==> config.mk <==
export PLATFORM = sky130hd
export DESIGN_NAME = npk_apb_regs
export DESIGN_NICKNAME = d
export VERILOG_FILES = /design/src/rtl/npk_pkg.sv /design/src/rtl/npk_busif.sv /design/src/rtl/npk_decode.sv /design/src/rtl/npk_regs.sv /design/src/rtl/npk_rdmux.sv /design/src/rtl/npk_apb_regs.sv
export SDC_FILE = /design/constraint.sdc
export NUM_CORES = 1
export LEC_CHECK = 0
export BUFFER_PORTS_ARGS = -buffer_cell sky130_fd_sc_hd__clkbuf_2
export CAP_MARGIN = 10
export CORE_AREA = 5 5 139 101
export CTS_BUF_LIST = sky130_fd_sc_hd__clkbuf_8
export DETAILED_ROUTE_END_ITERATION = 16
export DIE_AREA = 0 0 144 106
export PLACE_DENSITY = 0.78
export SKIP_LAST_GASP = 1
export SLEW_MARGIN = 10
export SYNTH_ARGS = -nofsm -noshare
export SYNTH_HDL_FRONTEND = slang
export SYNTH_HIERARCHICAL = 1
export SYNTH_SLANG_ARGS = --single-unit
==> constraint.sdc <==
create_clock -name pclk -period 2.7 [get_ports pclk]
set_clock_uncertainty 0.2 [all_clocks]
set_input_delay 0.27 -clock pclk [delete_from_list [all_inputs] [get_ports pclk]]
set_output_delay 0.27 -clock pclk [all_outputs]
set_load 0.02 [all_outputs]
==> src/rtl/npk_pkg.sv <==
`timescale 1ns/1ps
package npk_pkg;
   localparam int BUS_W       = 32;
   localparam int LANES       = BUS_W / 8;
   localparam int N_BYTE_REGS = 4;
   localparam int N_HALF_REGS = 2;
   localparam int N_WORDS     = 3;
   localparam int HW_HALF_IDX = 1;
   localparam int WORD_BYTES  = 0;
   localparam int WORD_HALVES = 1;
   localparam int WORD_FULL   = 2;

   typedef struct packed {
      logic [N_BYTE_REGS-1:0] b;
      logic [N_HALF_REGS-1:0] h;
      logic                   w;
   } npk_stb_t;
endpackage

==> src/rtl/npk_busif.sv <==
`timescale 1ns/1ps
module npk_busif #(
   parameter int ADDR_W     = 8,
   parameter int DATA_W     = 32,
   parameter bit BIG_ENDIAN = 1'b0
) (
   input  logic [ADDR_W-1:0]   paddr,
   input  logic                psel,
   input  logic                penable,
   input  logic                pwrite,
   input  logic [DATA_W-1:0]   pwdata,
   input  logic [DATA_W/8-1:0] pstrb,
   input  logic [DATA_W-1:0]   rdata_le,
   output logic [ADDR_W-3:0]   widx,
   output logic                acc_wr,
   output logic                rd_sel,
   output logic [DATA_W-1:0]   wdata_le,
   output logic [DATA_W/8-1:0] strb_le,
   output logic [DATA_W-1:0]   prdata
);
   localparam int NL = DATA_W / 8;

   // word alignment: the low two address bits never leave this stage
   assign widx   = paddr[ADDR_W-1:2];
   assign acc_wr = psel & penable & pwrite;
   assign rd_sel = psel & ~pwrite;

   for (genvar i = 0; i < NL; i++) begin : g_lane
      if (BIG_ENDIAN) begin : g_swap
         assign wdata_le[8*i +: 8] = pwdata[8*(NL-1-i) +: 8];
         assign strb_le[i]         = pstrb[NL-1-i];
         assign prdata[8*i +: 8]   = rdata_le[8*(NL-1-i) +: 8];
      end else begin : g_pass
         assign wdata_le[8*i +: 8] = pwdata[8*i +: 8];
         assign strb_le[i]         = pstrb[i];
         assign prdata[8*i +: 8]   = rdata_le[8*i +: 8];
      end
   end
endmodule

==> src/rtl/npk_decode.sv <==
`timescale 1ns/1ps
module npk_decode
   import npk_pkg::*;
#(
   parameter int ADDR_W = 8,
   parameter int DATA_W = 32
) (
   input  logic [ADDR_W-3:0]   widx,
   input  logic                acc_wr,
   input  logic [DATA_W/8-1:0] strb,
   output logic [N_WORDS-1:0]  wsel,
   output logic                oob,
   output npk_stb_t            stb
);
   localparam int IW = ADDR_W - 2;
   localparam logic [IW-1:0] LAST_IDX = IW'(N_WORDS - 1);

   for (genvar k = 0; k < N_WORDS; k++) begin : g_wsel
      assign wsel[k] = (widx == IW'(k));
   end
   assign oob = (widx > LAST_IDX);

   // one access may raise several strobes when registers share a word
   for (genvar i = 0; i < N_BYTE_REGS; i++) begin : g_bstb
      assign stb.b[i] = acc_wr & wsel[WORD_BYTES] & strb[i];
   end
   for (genvar j = 0; j < N_HALF_REGS; j++) begin : g_hstb
      assign stb.h[j] = acc_wr & wsel[WORD_HALVES] & (&strb[2*j +: 2]);
   end
   assign stb.w = acc_wr & wsel[WORD_FULL] & (&strb);
endmodule

==> src/rtl/npk_regs.sv <==
`timescale 1ns/1ps
module npk_regs
   import npk_pkg::*;
#(
   parameter int DATA_W = 32,
   parameter int HALF_W = 16
) (
   input  logic              clk,
   input  logic              rst_n,
   input  npk_stb_t          stb,
   input  logic [DATA_W-1:0] wdata,
   input  logic              hw_valid,
   input  logic [HALF_W-1:0] hw_next,
   output logic [DATA_W-1:0] byte_q,
   output logic [DATA_W-1:0] half_q,
   output logic [DATA_W-1:0] word_q
);
   logic [N_BYTE_REGS-1:0][7:0]        byte_r;
   logic [N_HALF_REGS-1:0][HALF_W-1:0] half_r;
   logic [DATA_W-1:1]                  word_r;
   logic                               pulse_r;

   for (genvar i = 0; i < N_BYTE_REGS; i++) begin : g_byte
      always_ff @(posedge clk or negedge rst_n) begin
         if (!rst_n)        byte_r[i] <= '0;
         else if (stb.b[i]) byte_r[i] <= wdata[8*i +: 8];
      end
   end

   for (genvar j = 0; j < N_HALF_REGS; j++) begin : g_half
      if (j == HW_HALF_IDX) begin : g_hw
         // software first, hardware next value as the final else
         always_ff @(posedge clk or negedge rst_n) begin
            if (!rst_n)        half_r[j] <= '0;
            else if (stb.h[j]) half_r[j] <= wdata[HALF_W*j +: HALF_W];
            else if (hw_valid) half_r[j] <= hw_next;
         end
      end else begin : g_sw
         always_ff @(posedge clk or negedge rst_n) begin
            if (!rst_n)        half_r[j] <= '0;
            else if (stb.h[j]) half_r[j] <= wdata[HALF_W*j +: HALF_W];
         end
      end
   end

   always_ff @(posedge clk or negedge rst_n) begin
      if (!rst_n)     word_r <= '0;
      else if (stb.w) word_r <= wdata[DATA_W-1:1];
   end

   // single-pulse: lowest priority branch clears it
   always_ff @(posedge clk or negedge rst_n) begin
      if (!rst_n)     pulse_r <= 1'b0;
      else if (stb.w) pulse_r <= wdata[0];
      else            pulse_r <= 1'b0;
   end

   assign byte_q = byte_r;
   assign half_q = half_r;
   assign word_q = {word_r, pulse_r};
endmodule

==> src/rtl/npk_rdmux.sv <==
`timescale 1ns/1ps
module npk_rdmux
   import npk_pkg::*;
#(
   parameter int DATA_W = 32
) (
   input  logic               rd_sel,
   input  logic               oob,
   input  logic [N_WORDS-1:0] wsel,
   input  logic [DATA_W-1:0]  byte_q,
   input  logic [DATA_W-1:0]  half_q,
   input  logic [DATA_W-1:1]  word_hi,
   output logic [DATA_W-1:0]  rdata_le
);
   logic [N_WORDS-1:0][DATA_W-1:0] words;

   assign words[WORD_BYTES]  = byte_q;
   assign words[WORD_HALVES] = half_q;
   assign words[WORD_FULL]   = {word_hi, 1'b0};

   always_comb begin
      rdata_le = '0;
      if (rd_sel && !oob) begin
         for (int k = 0; k < N_WORDS; k++) begin
            if (wsel[k]) rdata_le = words[k];
         end
      end
   end
endmodule

==> src/rtl/npk_apb_regs.sv <==
`timescale 1ns/1ps
module npk_apb_regs
   import npk_pkg::*;
#(
   parameter int ADDR_W     = 8,
   parameter int DATA_W     = 32,
   parameter int HALF_W     = 16,
   parameter bit BIG_ENDIAN = 1'b0
) (
   input  logic                pclk,
   input  logic                presetn,
   input  logic                psel,
   input  logic                penable,
   input  logic                pwrite,
   input  logic [ADDR_W-1:0]   paddr,
   input  logic [DATA_W-1:0]   pwdata,
   input  logic [DATA_W/8-1:0] pstrb,
   output logic [DATA_W-1:0]   prdata,
   output logic                pready,
   output logic                pslverr,
   input  logic                hw_valid,
   input  logic [HALF_W-1:0]   hw_next,
   output logic [DATA_W-1:0]   byte_q,
   output logic [DATA_W-1:0]   half_q,
   output logic [DATA_W-1:0]   word_q
);
   if (DATA_W != BUS_W) begin : g_chk_w
      $error("DATA_W must match the widest register");
   end
   if (HALF_W * N_HALF_REGS != DATA_W) begin : g_chk_h
      $error("half registers must fill one bus word");
   end
   if (ADDR_W < 4) begin : g_chk_a
      $error("ADDR_W too small for the map");
   end

   logic [ADDR_W-3:0]   widx;
   logic                acc_wr, rd_sel, oob;
   logic [DATA_W-1:0]   wdata_le, rdata_le;
   logic [DATA_W/8-1:0] strb_le;
   logic [N_WORDS-1:0]  wsel;
   npk_stb_t            stb;

   npk_busif #(.ADDR_W(ADDR_W), .DATA_W(DATA_W), .BIG_ENDIAN(BIG_ENDIAN)) u_busif (
      .paddr(paddr), .psel(psel), .penable(penable), .pwrite(pwrite),
      .pwdata(pwdata), .pstrb(pstrb), .rdata_le(rdata_le),
      .widx(widx), .acc_wr(acc_wr), .rd_sel(rd_sel),
      .wdata_le(wdata_le), .strb_le(strb_le), .prdata(prdata)
   );

   npk_decode #(.ADDR_W(ADDR_W), .DATA_W(DATA_W)) u_decode (
      .widx(widx), .acc_wr(acc_wr), .strb(strb_le),
      .wsel(wsel), .oob(oob), .stb(stb)
   );

   npk_regs #(.DATA_W(DATA_W), .HALF_W(HALF_W)) u_regs (
      .clk(pclk), .rst_n(presetn), .stb(stb), .wdata(wdata_le),
      .hw_valid(hw_valid), .hw_next(hw_next),
      .byte_q(byte_q), .half_q(half_q), .word_q(word_q)
   );

   npk_rdmux #(.DATA_W(DATA_W)) u_rdmux (
      .rd_sel(rd_sel), .oob(oob), .wsel(wsel),
      .byte_q(byte_q), .half_q(half_q), .word_hi(word_q[DATA_W-1:1]),
      .rdata_le(rdata_le)
   );

   assign pready  = 1'b1;
   assign pslverr = psel & penable & oob;
endmodule

==> results.json, run 1 <==
{
  "outcome": "finished, final reports clean",
  "fill_cells": 1074,
  "synth.yosys.warnings": 6,
  "static_leakage_nw": 3.23,
  "maxCapViolCount": 0,
  "synth_top_area_share_pct": 41.5,
  "cts.sink_count": 96,
  "number_of_global_route_vias_before_repair": 4681,
  "timing.final.crit_period_ns": 2.61,
  "final_nets": 707,
  "syn_area_per_cell_um2": 11.8,
  "ff2ff_path_depth": 3,
  "setup_tns_ns": 0,
  "gpl.final_weighted_congestion": 0.846,
  "sequential_cell_area_um2": 2400,
  "cp-end-kind": "primary output",
  "min-delay-path-class": "in2reg",
  "grt_util_all_layers_pct": 20.1,
  "route.final.wire_length_um": 15200,
  "tightestPinTransition_ns": 0.628,
  "multi_input_comb_area_um2": 2430,
  "dieArea_um2": 15300,
  "worst_slew_margin_rel_pct": 58.1,
  "place.port_buffers": 192,
  "cts.reportedPaths.clkPinSlew_ns": 0.10,
  "avgRoutedWirePerCell_um": 18.7,
  "final_layout_size_suffix_gt1_share_pct": 54.6,
  "min_period_over_period_pct": 96.5,
  "crit_fanout": 13,
  "arrival_ns": 2.14,
  "via_count": 4265,
  "ys_ff_latch": 96,
  "fmax_ghz": 0.384,
  "maxSlewViolCount": 0,
  "detailedRoute.firstIterationViolations": 170,
  "syn_area_um2": 5790,
  "n_antenna_cell": 0,
  "crit_path_start_kind": "input pin",
  "ctsHtreeMaxLevel": 3,
  "yosysSeqAreaShare_pct": 41.5,
  "drtPass1Iterations": 4,
  "worstSetupPathType": "in2out",
  "globalRoute.totalOverflow": 0,
  "grt_pass1_wl_um": 24100,
  "clockBufferDepth": 2,
  "power-per-cell-area_nw_per_um2": 405,
  "setup_violations": 0,
  "synth.area.top_cells": "dfrtp_1 (41%), buf_4 (11%), mux2_4 (10%), a221oi_2 (8.0%), mux2_2 (7.8%)",
  "post-route-worst-setup-slack_ns": 0.0934,
  "netlist.top_cell.by_area": "dfrtp_1",
  "cts_buffers": 9,
  "synth_cell_types": 29,
  "die_width_um": 144,
  "preCtsSetupSlack_ns": 0.109,
  "cp_data_required_time_ns": 2.23,
  "grt_setup_unrepaired": "false",
  "cts_root_buffer": "clkbuf_8",
  "grt_start_max_net_pins": 55,
  "num_io_pins": 196,
  "antenna_violating_nets_post_route": 0,
  "drc": 0,
  "report.final.hold_viol_count": 0,
  "hold_depth": 3,
  "power.ir.vdd_worst_mv": 0.195,
  "num_rows": 35,
  "synthesis.nets": 555,
  "place_hpwl_um": 10600,
  "antenna_violations_before_repair": 0,
  "insertion_delay_ns": 0.36,
  "routed_via_density": 5.25,
  "layout-area-overhead-vs-synth_pct": 20.6,
  "cts_tree": "yes",
  "design.core.area_um2": 12700,
  "initial_core_util_pct": 45.5,
  "die_h_um": 106,
  "postSynthCellCount": 489
}
==> power by group <==
group / internal (mW) / switching [mW] / leakage (nW) / total (mW)
clock: 0.437 / 0.520 / 0.0966 / 0.957
combinational: 0.160 / 0.198 / 1.84 / 0.358
sequential: 1.48 / 0.0358 / 1.30 / 1.52
total: 2.08 / 0.754 / 3.23 / 2.83
==> cell type report <==
class | instances | share of cell area [%]
tap | 166 | 2.97
clock buffer | 9 | 1.77
sequential | 96 | 34.4
timing repair buffer | 253 | 23.3
clock inverter | 7 | 1.09
inverter | 31 | 1.67
multi-input combinational | 250 | 34.8
==> final timing paths <==
path | end | slack [ns] | from
max reg2reg | u_regs/half_q[29] | 1.16 | u_regs/half_q[29]
max in group asynchronous | u_regs/half_q[20] | 1.35 | presetn
min reg2reg | u_regs/byte_q[16] | 0.35 | u_regs/byte_q[16]
min | u_regs/half_q[18] | 0.03 | hw_next[2]
min in group asynchronous | u_regs/word_r[25] | 0.22 | presetn
max | prdata[28] | 0.09 | paddr[5]
==> kinds of logic (layout without fill, tap and decap cells) <==
logic type	Yosys count	in the layout	synth area share [%]
muxes	95	95	20.6
DFF	96	96	41.5
buffers and inverters	143	300	17.7
and+or+nand+nor	74	74	7.69
other	1	1	0.0647
AOI/OAI and AO/OA	80	80	12.5
==> registers in the layout (all words and copies together) (netlist names) <==
signal and count:
u_regs/byte_q 32, u_regs/half_q 32, u_regs/word_r 31, u_regs/pulse_r 1
==> stage by stage <==
step | cell area (µm²) | hold WS, ns | utilization, % | instances | power [mW]
floorplan | 5790 | -0.226 | - | 489 | 1.73
detailed placement | 6360 | 0.0907 | 49.9 | 754 | 1.84
global placement | 6360 | 0.0890 | 49.9 | 754 | 1.83
global route | 6990 | 0.00707 | 54.8 | 812 | 2.97
CTS | 6980 | 0.00140 | 54.8 | 812 | 2.87
finish | 6990 | 0.0288 | 54.8 | 812 | 2.83
==> cells in the mapped netlist, drive strengths merged <==
cell,count
buf,111
dfrtp,96
mux2,79
nand3b,32
a21oi,31
a221oi,31
inv,31
nand2,22
mux2i,16
o21ai,16
nor4,5
nand2b,3
nor3,3
and3,2
nand3,2
nor2,2
a211oi,1
a21o,1
and2,1
and2b,1
clkbuf,1
conb,1
or4,1
==> placed cells by master, fill, tap and decap left out, drive strengths merged, types with 20 or more instances in the layout <==
cell,synthesis,layout
a21oi,31,31
nand3b,32,32
inv,31,34
nand2,22,22
mux2,79,79
clkbuf,1,200
a221oi,31,31
buf,111,20
dfrtp,96,96
dlygate4sd3,0,42
==> repair_timing <==
item	in CTS	in global routing
buffers inserted	0	0
hold endpoints to repair	138	0
setup endpoints to repair	0	1
hold buffers	42	0
resized for setup	0	1
==> critical path, stage by stage <==
cell and delay [ns]:
clkbuf_2 0.08, or4_4 0.66, nor3_2 0.24, buf_4 0.27
nand3b_1 0.13, a221oi_2 0.25, clkbuf_2 0.22
==> layer usage <==
layer	vias up	routed length [µm]	GRT usage, %
met5	-	0	0
met4	0	327	7.73
met3	27	1000	4.27
met2	165	7660	34.8
met1	2129	6190	24.3
li1	1944	-	-
(Power assumes the default switching activity.)
==> run 2: changes to the inputs <==
--- a/config.mk
+++ b/config.mk
@@ -11,7 +11,7 @@
 export CTS_BUF_LIST = sky130_fd_sc_hd__clkbuf_8
 export DETAILED_ROUTE_END_ITERATION = 16
 export DIE_AREA = 0 0 144 106
-export PLACE_DENSITY = 0.78
+export PLACE_DENSITY = 0.88
 export SKIP_LAST_GASP = 1
 export SLEW_MARGIN = 10
 export SYNTH_ARGS = -nofsm -noshare
==> run 2 against run 1 <==
Effect of this change:
- setup slack improved by 0.058 ns
- sequential share of layout area shrank 0.23 points
- routed wire length fell by 6.3%
- largest cell class unchanged
==> results.json, run 2 (same netlist as run 1, synthesis figures left out) <==
{
  "fmax_ghz": 0.392,
  "post-route-util_pct": 55.2,
  "static_leakage_nw": 3.26,
  "route.final.wire_length_um": 14200,
  "globalRoute.totalOverflow": 0,
  "initial_core_util_pct": 45.5,
  "min_period_over_period_pct": 94.4,
  "tightestPinTransition_ns": 0.632,
  "crit_path_start_kind": "input pin",
  "number_of_global_route_vias_before_repair": 4467,
  "num_io_pins": 196,
  "crit_fanout": 32,
  "clockBufferDepth": 2,
  "die_h_um": 106,
  "cp_data_required_time_ns": 2.23,
  "maxCapViolCount": 0,
  "place_hpwl_um": 10300,
  "power-per-cell-area_nw_per_um2": 418,
  "cts_tree": "yes",
  "worstSetupPathType": "in2out",
  "via_count": 4273,
  "final_common_cell": "clkbuf_2",
  "final_layout_size_suffix_gt1_share_pct": 54.3,
  "min-delay-path-class": "in2reg",
  "grt_setup_unrepaired": "false",
  "routed_via_density": 5.24,
  "outcome": "finished, final reports clean",
  "die_width_um": 144,
  "design.core.area_um2": 12700,
  "avgRoutedWirePerCell_um": 17.4,
  "cp-end-kind": "primary output",
  "num_rows": 35,
  "worst_slew_margin_rel_pct": 57.9,
  "cts.sink_count": 96,
  "final_nets": 711,
  "drtPass1Iterations": 6,
  "layout-area-overhead-vs-synth_pct": 21.4,
  "cts_root_buffer": "clkbuf_8",
  "cts_buffers": 9,
  "antenna_violations_before_repair": 0,
  "setup_tns_ns": 0,
  "mostFrequentLayoutCells": "clkbuf_2 (191), dfrtp_1 (96), dlygate4sd3_1 (46), mux2_2 (40), mux2_4 (39)",
  "setup_violations": 0,
  "gpl.final_weighted_congestion": 0.797,
  "grt_util_all_layers_pct": 18.8,
  "arrival_ns": 2.08,
  "place.port_buffers": 192,
  "grt_start_max_net_pins": 50,
  "report.final.hold_viol_count": 0,
  "grt_pass1_wl_um": 23100,
  "drc": 0,
  "insertion_delay_ns": 0.35,
  "detailedRoute.firstIterationViolations": 206,
  "timing.final.crit_period_ns": 2.55,
  "power.ir.vdd_worst_mv": 0.278,
  "dieArea_um2": 15300,
  "n_antenna_cell": 0,
  "final_hold_slack_ns": 0.0357,
  "ctsHtreeMaxLevel": 3,
  "cts.reportedPaths.clkPinSlew_ns": 0.10,
  "maxSlewViolCount": 0,
  "antenna_violating_nets_post_route": 0
}
==> run 2: cell types whose count changed in the layout (fill, tap and decap cells not counted), sizes merged <==
cell         delta
inv             -1
bufinv          +1
clkbuf          +1
clkinvlp        -1
dlygate4sd3     +4
==> run 2: path summary, 6_finish.rpt <==
path | endpoint | cells after the start | slack (ns) | start
setup / recovery | prdata[12] | 7 | 0.15 | paddr[5]
hold / removal | u_regs/half_q[19] | 3 | 0.04 | hw_next[3]
setup reg to reg | u_regs/half_q[26] | 3 | 1.18 | u_regs/half_q[26]
hold reg to reg | u_regs/byte_q[0] | 1 | 0.35 | u_regs/byte_q[0]
max in group asynchronous | u_regs/pulse_r | 3 | 1.36 | presetn
min in group asynchronous | u_regs/half_q[19] | 2 | 0.25 | presetn
==> run 2: power by group <==
| part | switching, mW | leakage (nW) | internal [mW] |
|---|---|---|---|
| Combinational | 0.194 | 1.85 | 0.166 |
| Sequential | 0.0365 | 1.30 | 1.48 |
| Clock | 0.512 | 0.113 | 0.552 |
| Total | 0.742 | 3.26 | 2.20 |
==> run 2: through the flow <==
| stage | instances | instance area (µm²) | power (mW) | setup WS (ns) |
|---|---|---|---|---|
| after floorplan | 489 | 5790 | 1.73 | 0.0560 |
| after global placement | 754 | 6340 | 1.83 | 0.172 |
| after detailed placement | 754 | 6340 | 1.84 | 0.138 |
| after CTS | 816 | 7030 | 2.98 | 0.133 |
| after global routing | 816 | 7030 | 3.06 | 0.0251 |
| final | 816 | 7030 | 2.94 | 0.152 |
==> run 2: layout make-up <==
type                    count  area, µm²
fillers                  1060       5710
multi-input cells         250       2430
flip-flops and latches     96       2400
repair buffers            257       1650
well taps                 166        208
clock buffers              10        138
inverters                  31        116
clock inverters             6       90.1
==> run 2: timing repair <==
item	CTS	global route
hold buffers	46	0
resized for setup	0	2
setup endpoints to repair	0	2
endpoints found under the hold margin	144	0
buffers inserted	0	0
==> run 2: critical path, cell delays in order <==
cell	delay, ns
clkbuf_2	0.08
or4_4	0.66
a21o_2	0.24
nand2b_2	0.19
buf_12	0.20
a221oi_2	0.21
clkbuf_2	0.21
==> run 2: routing by layer <==
| layer | vias to the layer above | global-route usage [%] | share of wire [%] |
|---|---|---|---|
| met5 | - | 0 | 0 |
| met4 | 0 | 5.44 | 1.6 |
| met3 | 21 | 4.32 | 7.2 |
| met2 | 163 | 31.2 | 49 |
| met1 | 2143 | 24.6 | 42 |
| li1 | 1946 | - | - |
==> run 3: changes to the inputs <==
--- a/config.mk
+++ b/config.mk
@@ -7,10 +7,12 @@
 export LEC_CHECK = 0
 export BUFFER_PORTS_ARGS = -buffer_cell sky130_fd_sc_hd__clkbuf_2
 export CAP_MARGIN = 10
-export CORE_AREA = 5 5 139 101
+export CELL_PAD_IN_SITES_DETAIL_PLACEMENT = 1
+export CELL_PAD_IN_SITES_GLOBAL_PLACEMENT = 2
+export CORE_AREA = 5 5 173 125
 export CTS_BUF_LIST = sky130_fd_sc_hd__clkbuf_8
 export DETAILED_ROUTE_END_ITERATION = 16
-export DIE_AREA = 0 0 144 106
+export DIE_AREA = 0 0 178 130
 export PLACE_DENSITY = 0.88
 export SKIP_LAST_GASP = 1
 export SLEW_MARGIN = 10
==> run 3 against run 2 <==
Effect of this change:
- non-clock buffer count rose by 2
- largest cell class unchanged
- fmax fell by 0.65%
- critical endpoint is now prdata[17]
- sequential cell count did not move
- critical path depth did not move
- register-to-register slack barely moved
==> results.json, run 3 (same netlist as run 1, synthesis figures left out) <==
{
  "outcome": "finished, final reports clean",
  "num_rows": 43,
  "power.ir.vdd_worst_mv": 0.246,
  "antenna_violating_nets_post_route": 0,
  "detailedRoute.firstIterationViolations": 196,
  "final_layout_size_suffix_gt1_share_pct": 54.8,
  "n_antenna_cell": 0,
  "die_h_um": 130,
  "ff2ff_setup_slack_ns": 1.18,
  "power.switching_fraction_pct": 26.7,
  "cts_tree": "yes",
  "hold_path.startpoint": "hw_next[3]",
  "grt_setup_unrepaired": "false",
  "cts.reportedPaths.clkPinSlew_ns": 0.09,
  "ctsHtreeMaxLevel": 3,
  "fill_cells": 2202,
  "post-cts-setup-buffer-count": 0,
  "report.final.hold_viol_count": 0,
  "power-per-cell-area_nw_per_um2": 403,
  "routed_via_density": 4.59,
  "min-delay-path-class": "in2reg",
  "cts.repair.resized": 0,
  "worst_slew_margin_rel_pct": 55.0,
  "power.share.sequential_pct": 52.2,
  "setup_violations": 0,
  "timing.final.crit_period_ns": 2.56,
  "mostFrequentLayoutCells": "clkbuf_2 (191), dfrtp_1 (96), dlygate4sd3_1 (44), mux2_2 (40), mux2_4 (39)",
  "cell_internal_pwr_mw": 2.13,
  "worstSetupPathType": "in2out",
  "tightestPinTransition_ns": 0.674,
  "min_period_over_period_pct": 95.0,
  "grt_start_max_net_pins": 50,
  "place.port_buffers": 192,
  "grt_pass1_wl_um": 25900,
  "final_common_cell": "clkbuf_2",
  "setup_tns_ns": 0,
  "gpl.final_weighted_congestion": 0.754,
  "route.final.wire_length_um": 16900,
  "maxCapViolCount": 0,
  "p_comb_share_pct": 12.6,
  "clockBufferDepth": 2,
  "arrival_ns": 2.09,
  "globalRoute.totalOverflow": 0,
  "clock_power_share_pct": 35.2,
  "hold-path-endpoint": "u_regs/half_q[19]",
  "initial_core_util_pct": 29.5,
  "drtPass1Iterations": 4,
  "final_nets": 713,
  "crit_path_start_kind": "input pin",
  "avgRoutedWirePerCell_um": 18.4,
  "power_mw": 2.90,
  "ff2ff_path_depth": 3,
  "power_switching_mw": 0.776,
  "hold_depth": 3,
  "fmax_ghz": 0.390,
  "grt_util_all_layers_pct": 14.5,
  "cp_data_required_time_ns": 2.23,
  "cts.sink_count": 96,
  "cp-end-kind": "primary output",
  "insertion_delay_ns": 0.37,
  "num_io_pins": 196,
  "static_leakage_nw": 3.28,
  "dieArea_um2": 23100,
  "drc": 0,
  "rr_endpoint": "u_regs/half_q[25]",
  "place_hpwl_um": 12400,
  "crit_fanout": 16,
  "antenna_violations_before_repair": 0,
  "via_count": 4230,
  "design.core.area_um2": 19600,
  "layout-area-overhead-vs-synth_pct": 24.3,
  "die_width_um": 178,
  "cts_root_buffer": "clkbuf_8",
  "maxSlewViolCount": 0,
  "crit-reg2reg-launch": "u_regs/half_q[25]",
  "cts_buffers": 9,
  "number_of_global_route_vias_before_repair": 4533
}
-- run 3: changes by cell type in the layout (fill, tap and decap cells not counted) --
| cell | previous run | this run |
|---|---|---|
| dlygate4sd3_1 | 46 | 44 |
| inv_6 | 2 | 1 |
| buf_12 | 6 | 10 |
| buf_6 | 2 | 0 |
| clkinv_4 | 0 | 2 |
| clkinv_2 | 1 | 0 |
| clkbuf_8 | 10 | 11 |
| bufinv_16 | 2 | 1 |
| buf_4 | 12 | 14 |
-- run 3: repair_timing --
| item | 4_1_cts | 5_1_grt |
|---|---|---|
| hold buffers | 44 | 0 |
| endpoints found under the hold margin | 144 | 0 |
| setup endpoints to repair | 0 | 0 |
-- run 3: final cells by class --
class,count,area [µm²],share of cell area (%)
Tap cell,270,338,4.69
Clock buffer,11,151,2.10
Clock inverter,5,63.8,0.886
Timing Repair Buffer,259,1700,23.6
Inverter,31,116,1.62
Sequential cell,96,2400,33.3
Multi-Input combinational cell,250,2430,33.7
-- run 3: through the flow --
stage          utilization, %  area [µm²]  hold slack [ns]  instances  worst slack (ns)
2_1_floorplan               -        5790           -0.226        489            0.0560
3_3_place_gp             33.3        6550            0.138        862             0.114
3_5_place_dp             33.3        6550            0.152        862            0.0630
4_1_cts                  36.7        7200          0.00791        922             0.123
5_1_grt                  36.7        7200           0.0300        922            0.0177
6_report                 36.7        7200           0.0241        922             0.135
-- run 3: worst max-delay path by stage --
stage	start	end	slack (ns)
global placement	paddr[5]	u_regs/word_r[1]	0.11
global route	paddr[5]	prdata[17]	0.02
finish	paddr[5]	prdata[17]	0.14
detailed placement	paddr[5]	u_regs/word_r[1]	0.06
floorplan	paddr[5]	prdata[29]	0.06
CTS	paddr[5]	prdata[17]	0.12
-- run 3: layer usage --
| layer | GRT usage (%) | part of all wire (%) | vias to the layer above |
|---|---|---|---|
| met1 | 19.2 | 46 | 2150 |
| met5 | 0 | 0 | - |
| met3 | 3.27 | 4.7 | 13 |
| li1 | - | - | 1948 |
| met2 | 24.1 | 48 | 119 |
| met4 | 4.00 | 1.3 | 0 |
-- run 3: worst max-delay path, stage by stage --
cell	delay, ns
clkbuf_2	0.08
or4_4	0.64
a21o_2	0.23
nand2b_2	0.22
buf_12	0.18
a221oi_2	0.23
clkbuf_2	0.22
-- run 3: power groups by stage --
stage / Combinational, mW / Clock, mW / Sequential [mW]
5_1_grt: 0.398 / 1.14 / 1.52
4_1_cts: 0.369 / 1.08 / 1.52
2_1_floorplan: 0.141 / 0 / 1.59
6_report: 0.365 / 1.02 / 1.52
3_5_place_dp: 0.306 / 0 / 1.55
3_3_place_gp: 0.298 / 0 / 1.54
